**src/rtl/prbs_chk_pkg.sv**
```systemverilog
package prbs_chk_pkg;
  localparam int HIST_W = 31;

  typedef enum logic [2:0] {
    PAT_P7  = 3'd0,
    PAT_P15 = 3'd1,
    PAT_P23 = 3'd2,
    PAT_P31 = 3'd3,
    PAT_ALT = 3'd4,
    PAT_TEN = 3'd5
  } pat_e;

  typedef struct packed {
    logic [4:0] near_tap;
    logic [4:0] far_tap;
    logic       invert;
  } rule_t;

  function automatic rule_t rule_of(input logic [2:0] sel);
    rule_t r;
    case (pat_e'(sel))
      PAT_P15: r = '{near_tap: 5'd14, far_tap: 5'd15, invert: 1'b0};
      PAT_P23: r = '{near_tap: 5'd18, far_tap: 5'd23, invert: 1'b0};
      PAT_P31: r = '{near_tap: 5'd28, far_tap: 5'd31, invert: 1'b0};
      PAT_ALT: r = '{near_tap: 5'd1,  far_tap: 5'd1,  invert: 1'b1};
      PAT_TEN: r = '{near_tap: 5'd10, far_tap: 5'd10, invert: 1'b1};
      default: r = '{near_tap: 5'd6,  far_tap: 5'd7,  invert: 1'b0};
    endcase
    return r;
  endfunction
endpackage

```
**src/rtl/prbs_ref_gen.sv**
```systemverilog
module prbs_ref_gen
  import prbs_chk_pkg::*;
#(
  parameter int W = 16
) (
  input  logic [HIST_W-1:0] hist,
  input  logic [2:0]        sel,
  output logic [W-1:0]      expect_word
);
  localparam int SPAN = HIST_W + W;

  rule_t            rule;
  logic [SPAN-1:0]  stream;

  always_comb begin
    rule   = rule_of(sel);
    stream = {hist, {W{1'b0}}};
    for (int p = W - 1; p >= 0; p--) begin
      if (rule.invert)
        stream[p] = ~stream[p + int'(rule.near_tap)];
      else
        stream[p] = stream[p + int'(rule.near_tap)] ^ stream[p + int'(rule.far_tap)];
    end
    expect_word = stream[W-1:0];
  end
endmodule

```
**config.mk**
```make
export PLATFORM = sky130hd
export DESIGN_NAME = prbs_ref_gen
export DESIGN_NICKNAME = d
export VERILOG_FILES = /design/src/rtl/prbs_chk_pkg.sv /design/src/rtl/prbs_ref_gen.sv
export SDC_FILE = /design/constraint.sdc
export NUM_CORES = 1
export LEC_CHECK = 0
export BUFFER_PORTS_ARGS = -buffer_cell sky130_fd_sc_hd__buf_4
export CAP_MARGIN = 20
export CORE_MARGIN = 4
export CORE_UTILIZATION = 55
export DETAILED_ROUTE_END_ITERATION = 12
export GPL_TIMING_DRIVEN = 1
export PLACE_DENSITY = 0.82
export SLEW_MARGIN = 20
export SYNTH_ARGS = -nofsm -noshare
export SYNTH_HDL_FRONTEND = slang
export SYNTH_SLANG_ARGS = --single-unit
export TNS_END_PERCENT = 100
```
**constraint.sdc**
```tcl
create_clock -name vclk -period 29
set_input_delay 0 -clock vclk [all_inputs]
set_output_delay 0 -clock vclk [all_outputs]
set_load 0.02 [all_outputs]
```
**Word-level counts from Yosys, hierarchy flattened**

Cells that the tools add are included.

- Output and inout bits: 16
- Bits of input ports: 34
- Logic and storage cells: 210
- Flip-flop bits (word level): 0

- Mux-type cells: 111
- Eq/ne operators: 5
- $lt $le $gt $ge: 32
- Bitwise operators: 32
- Add/subtract/negate cells: 30

Operators by type and width:

| kind | number |
|---|---|
| 6-bit by 7-bit less-than comparator with 1-bit output (second input constant) | 30 |
| 1-bit binary-select mux with 6-bit select | 30 |
| 4-bit by 5-bit adder with 6-bit output (first input constant) | 16 |
| 1-bit 2-to-1 mux | 78 |
| 11-bit one-hot mux with 5 select lines | 1 |
| 3-bit by 5-bit adder with 6-bit output (first input constant) | 8 |
| 2-bit by 5-bit adder with 6-bit output (first input constant) | 4 |
| 1-bit inverter | 16 |
| 1-bit bitwise XOR | 16 |
| 5-bit by 7-bit less-than comparator with 1-bit output (second input constant) | 2 |
| 1-bit by 5-bit adder with 6-bit output (first input constant) | 2 |
| 1-bit binary-select mux with 5-bit select | 2 |
| 3-bit by 2-bit == test with 1-bit output (second input constant) | 2 |
| 3-bit == test (second input constant) | 2 |
| 3-bit by 1-bit == test with 1-bit output (second input constant) | 1 |

**Longest topological paths before layout**

- Depth after elaboration: 82
- Depth in mapped cells: 48
- Mapped depth without buffers: 41

**Least setup slack after synthesis**

No wires, ideal clock.

- Kind: input-to-output
- Start point: input port sel[1]
- End point: output port expect_word[0]
- Data required time: 29.000 ns
- Stages: 46
- Path slack: 18.833 ns
- Arrival: 10.167 ns
- Path buffers: 12
- Cell sequence: buf_2 > or3b_1 > buf_6 > inv_6 > buf_6 > buf_4 > buf_2 > buf_2 > clkbuf_1 > buf_1 > buf_1 > ha_1 > xnor2_1 > buf_2 > mux4_2 > mux4_2 > a22oi_1 > o31ai_1 > (+10 left out) > a31o_1 > and3_1 > buf_6 > o32ai_2 > nor2_1 > inv_2 > mux2i_1 > a2111oi_0 > a21oi_1 > nor4_1 > xor2_1 > inv_2 > a22o_1 > or3_1 > inv_2 > a41o_1 > nor2_1 > a211oi_2

- Word-level cells in the longest chain between the ends: 82

Ends and longest elaborated chain:

| item | RTL line | text |
|---|---|---|
| start: declaration | prbs_ref_gen.sv:7 | `input logic [2:0] sel,` |
| 3-bit == test, or another cell as far along | prbs_chk_pkg.sv:21 | `case (pat_e'(sel))` |
| 11-bit one-hot mux with 5 select lines * | prbs_chk_pkg.sv:21 |  |
| 4-bit by 5-bit adder with 6-bit output (on tied branches) | prbs_ref_gen.sv:20, prbs_ref_gen.sv:22 |  |
| 1-bit binary-select mux with 6-bit select (on tied branches) | prbs_ref_gen.sv:20, prbs_ref_gen.sv:22 |  |
| 1-bit 2-to-1 mux (on tied branches) (2 in a row) | prbs_ref_gen.sv:20, prbs_ref_gen.sv:22 |  |
| 1-bit bitwise XOR / 1-bit inverter (equally long branches) | prbs_ref_gen.sv:22, prbs_ref_gen.sv:20 |  |
| 1-bit 2-to-1 mux | prbs_ref_gen.sv:19 | `if (rule.invert)` |
| 1-bit binary-select mux with 6-bit select (on tied branches) | prbs_ref_gen.sv:20, prbs_ref_gen.sv:22 |  |
| (+19 left out) | -- |  |
| named net expect_word[11] | prbs_ref_gen.sv:8 | `output logic [W-1:0] expect_word` |
| (+20 left out) | -- |  |
| named net expect_word[7] | prbs_ref_gen.sv:8 |  |
| (+5 left out) | -- |  |
| named net expect_word[6] | prbs_ref_gen.sv:8 |  |
| (+15 left out) | -- |  |
| named net expect_word[3] | prbs_ref_gen.sv:8 |  |
| (+5 left out) | -- |  |
| named net expect_word[2] | prbs_ref_gen.sv:8 |  |
| 1-bit binary-select mux with 6-bit select (on tied branches) | prbs_ref_gen.sv:20, prbs_ref_gen.sv:22 |  |
| 1-bit 2-to-1 mux (on tied branches) (2 in a row) | prbs_ref_gen.sv:20, prbs_ref_gen.sv:22 |  |
| 1-bit bitwise XOR / 1-bit inverter (equally long branches) | prbs_ref_gen.sv:22, prbs_ref_gen.sv:20 |  |
| 1-bit 2-to-1 mux | prbs_ref_gen.sv:19 |  |
| 1-bit binary-select mux with 5-bit select (on tied branches) | prbs_ref_gen.sv:20, prbs_ref_gen.sv:22 |  |
| 1-bit 2-to-1 mux (on tied branches) | prbs_ref_gen.sv:20, prbs_ref_gen.sv:22 |  |
| 1-bit bitwise XOR / 1-bit inverter (equally long branches) | prbs_ref_gen.sv:22, prbs_ref_gen.sv:20 |  |
| 1-bit 2-to-1 mux * | prbs_ref_gen.sv:19 |  |
| end: declaration | prbs_ref_gen.sv:8 |  |

The timed path passes the listed nets; every way through them passes the cells marked *. The select of a mux whose other input is x is not followed.

**Final worst setup path**

- Start point: input port sel[1]
- End point: output port expect_word[0]

- Word-level cells in the longest chain between the ends: 82

Ends and longest elaborated chain:

| item | RTL line |
|---|---|
| 3-bit == test, or another cell as far along | prbs_chk_pkg.sv:21 |
| 11-bit one-hot mux with 5 select lines * | prbs_chk_pkg.sv:21 |
| 4-bit by 5-bit adder with 6-bit output (on tied branches) | prbs_ref_gen.sv:20, prbs_ref_gen.sv:22 |
| 1-bit binary-select mux with 6-bit select (on tied branches) | prbs_ref_gen.sv:20, prbs_ref_gen.sv:22 |
| 1-bit 2-to-1 mux (on tied branches) (2 in a row) | prbs_ref_gen.sv:20, prbs_ref_gen.sv:22 |
| 1-bit bitwise XOR / 1-bit inverter (equally long branches) | prbs_ref_gen.sv:22, prbs_ref_gen.sv:20 |
| 1-bit 2-to-1 mux | prbs_ref_gen.sv:19 |
| 1-bit binary-select mux with 6-bit select (on tied branches) | prbs_ref_gen.sv:20, prbs_ref_gen.sv:22 |
| (+64 left out) | -- |
| 1-bit binary-select mux with 6-bit select (on tied branches) | prbs_ref_gen.sv:20, prbs_ref_gen.sv:22 |
| 1-bit 2-to-1 mux (on tied branches) (2 in a row) | prbs_ref_gen.sv:20, prbs_ref_gen.sv:22 |
| 1-bit bitwise XOR / 1-bit inverter (equally long branches) | prbs_ref_gen.sv:22, prbs_ref_gen.sv:20 |
| 1-bit 2-to-1 mux | prbs_ref_gen.sv:19 |
| 1-bit binary-select mux with 5-bit select (on tied branches) | prbs_ref_gen.sv:20, prbs_ref_gen.sv:22 |
| 1-bit 2-to-1 mux (on tied branches) | prbs_ref_gen.sv:20, prbs_ref_gen.sv:22 |
| 1-bit bitwise XOR / 1-bit inverter (equally long branches) | prbs_ref_gen.sv:22, prbs_ref_gen.sv:20 |
| 1-bit 2-to-1 mux * | prbs_ref_gen.sv:19 |

Mark *: on every way between the ends. The rest lies on a longest branch, timed or not. The select of a mux whose other input is x is not followed.

==> results.ini <==
[layout]
num_antenna_cells = 0
design_area_sq_mm = 0.00812
ff_latch_area_sq_um = 0
area_growth_pct = 4.46
clkbuf_count = 0
n_fill_cell = 1295
nets = 1099
seq_cell_count = 0
drive_gt1_share_pct = 17.6

[power]
powerDensity_mw_per_mm2 = 47.0
vdd_ir_drop_max_v = 0.0000194
power_frac_seq_pct = 0
total_power_mw = 0.382
sw_frac_of_total_pct = 64.1
pwr-share-clk_pct = 0
internal_power_mw = 0.137
power_switching_mw = 0.245
comb_power_share_pct = 100.0
p_leak_nw = 3.08

[route]
vias = 9813
finalWirelength_mm = 34.3
firstDrtPassIters = 8
drc = 0
detail-route-antenna-nets = 0
vias_per_cell = 8.04
drt-initial-drc-count = 2020
post_drt_wl_per_cell_microns = 28.1

[timing]
slew_viol_final = 0
final_hold_viol_count = 0
max_freq_ghz = 0.0787
hold_ws_ns = 0.838
final-setup-viol-count = 0
slew-limit-headroom_pct = 24.2
period_needed_ns = 12.71
max_slew.worst_pin.slew_ns = 1.11
fin_crit_sh_pct = 43.8
setup-tns-final_ns = 0
rsz0062_at_grt = no
setup_ws_ns = 16.29

[place]
hpwlAfterDp_mm = 25.1
dpl-instance-area_sq_mm = 0.00812
portBuffers = 50
gp_congestion = 1.14
dpl_worst_slack_ns = 16.66

[min_path]
hold_path.class = input pin to primary output

[die]
row_count = 43
dieArea_sq_mm = 0.0161
coreArea_sq_mm = 0.0139
io_pins = 50
initial_core_util_pct = 56.0
die_x_microns = 127
die_h_microns = 127

[synth]
synth_top_area_cell = mux4_2
netlist_instances = 1067
synth_area_per_cell_sq_um = 7.29
synth_nets = 1124
syn-cell-area_sq_mm = 0.00778
synth_common_cells = nand2_1 (119), nor2_1 (101), mux2i_1 (86)
seq_area_frac_synth_pct = 0
synth_most_common_cell = nand2_1
yosysWarnings = 0
synthDistinctLibCells = 97
ys_top_cells_by_area = mux4_2 (16%), mux2i_1 (11%), nand2_1 (5.7%), nor2_1 (4.9%), a21oi_1 (4.4%)
netlist.area_leader.share_pct = 16.2

[critical_path]
cp-start-kind = input pin
critPathLaunch = sel[1]
critPathMaxFanout = 30
cp_slowest_cell = a2111oi_0
criticalPathCategory = input pin to primary output
worst_path_largest_cell_delay_ns = 0.95
required_ns = 29.00
cp_common_cell = inv_1
arrival_ns = 12.71
cp-end-kind = primary output
endpoint = expect_word[0]

[global_routing]
grt_antenna_before_repair = 0
grtUsageTotal_pct = 40.8
grt_pass1_vias = 8734
grt_max_degree = 70
overflow = 0
grt_pass1_wl_mm = 52.2

[outcome]
status = finished clean

[clock_network]
cts_hold_buf = 0
ctsResizeCount = 0
post-cts-setup-buffers = 0

[flow_run]
cap_violations = 0

placed cells by master (no fill, tap or decap), drive strengths merged, types with 10 or more instances in the layout:
| master | synthesis | final |
|---|---|---|
| a21o | 13 | 13 |
| nand2 | 119 | 119 |
| o21ai | 56 | 56 |
| and3 | 13 | 13 |
| a31oi | 16 | 16 |
| a2111oi | 10 | 10 |
| nand3 | 29 | 29 |
| nor2b | 12 | 12 |
| a21oi | 69 | 69 |
| buf | 27 | 68 |
| nor2 | 102 | 102 |
| xnor2 | 25 | 25 |
| inv | 35 | 35 |
| o211ai | 23 | 23 |
| ha | 23 | 23 |
| a211oi | 24 | 24 |
| o31ai | 15 | 15 |
| mux4 | 56 | 56 |
| mux2i | 86 | 86 |
| and2 | 19 | 19 |
| nor3 | 22 | 22 |
| o31a | 10 | 10 |
cell families after synthesis:
family | count (synthesis) | synth area share, %
xor+xnor | 33 | 3.72
simple gates | 366 | 22.2
compound gates | 357 | 34.3
fa+ha+maj | 23 | 3.70
buf+inv | 137 | 7.56
mux | 151 | 28.6
how the worst min path moves through the flow:
stage | from | to | cells after the start
3_3_place_gp | sel[0] | expect_word[0] | 6
5_1_grt | sel[0] | expect_word[0] | 6
3_5_place_dp | sel[0] | expect_word[0] | 6
2_1_floorplan | hist[11] | expect_word[9] | 5
6_report | sel[0] | expect_word[0] | 6
4_1_cts | sel[0] | expect_word[0] | 6
per-stage QoR:
stage               cells  util [%]
floorplan            1067         -
global placement     1220      58.5
detailed placement   1220      58.5
CTS                  1220      58.5
global route         1220      58.5
finish               1220      58.5
area by class of cell:
class              instances  area, sq um  share of cell area (%)
multi-input cells        930         7220                    88.9
well taps                180          225                    2.77
inverters                 42          168                    2.06
repair buffers            68          510                    6.28
worst max-delay path: cells and delay by family:
family                     cells  cell delay (ns)
AOI/OAI and AO/OA             19             6.20
buffers and inverters          9             1.80
and+or+nand+nor                5             1.46
xor gates and xnor gates       3             1.45
adders and majority gates      2             1.21
muxes                          2             0.55
power by group through the flow:
stage,clock network (mW),logic (mW),registers (mW)
after floorplan,0,0.260,0
after global placement,0,0.358,0
after detailed placement,0,0.363,0
after CTS,0,0.364,0
after global routing,0,0.399,0
final,0,0.382,0
routing by layer:
metal	vias to the layer above	wire, microns	global-route usage, %	part of all wire (%)
li1	4090	-	-	-
met1	4429	11800	53.5	34
met2	1026	13900	59.8	41
met3	268	5510	11.5	16
met4	0	3030	23.4	8.8
met5	-	0	0.929	0
No activity file was read; power rests on OpenSTA's default activity.
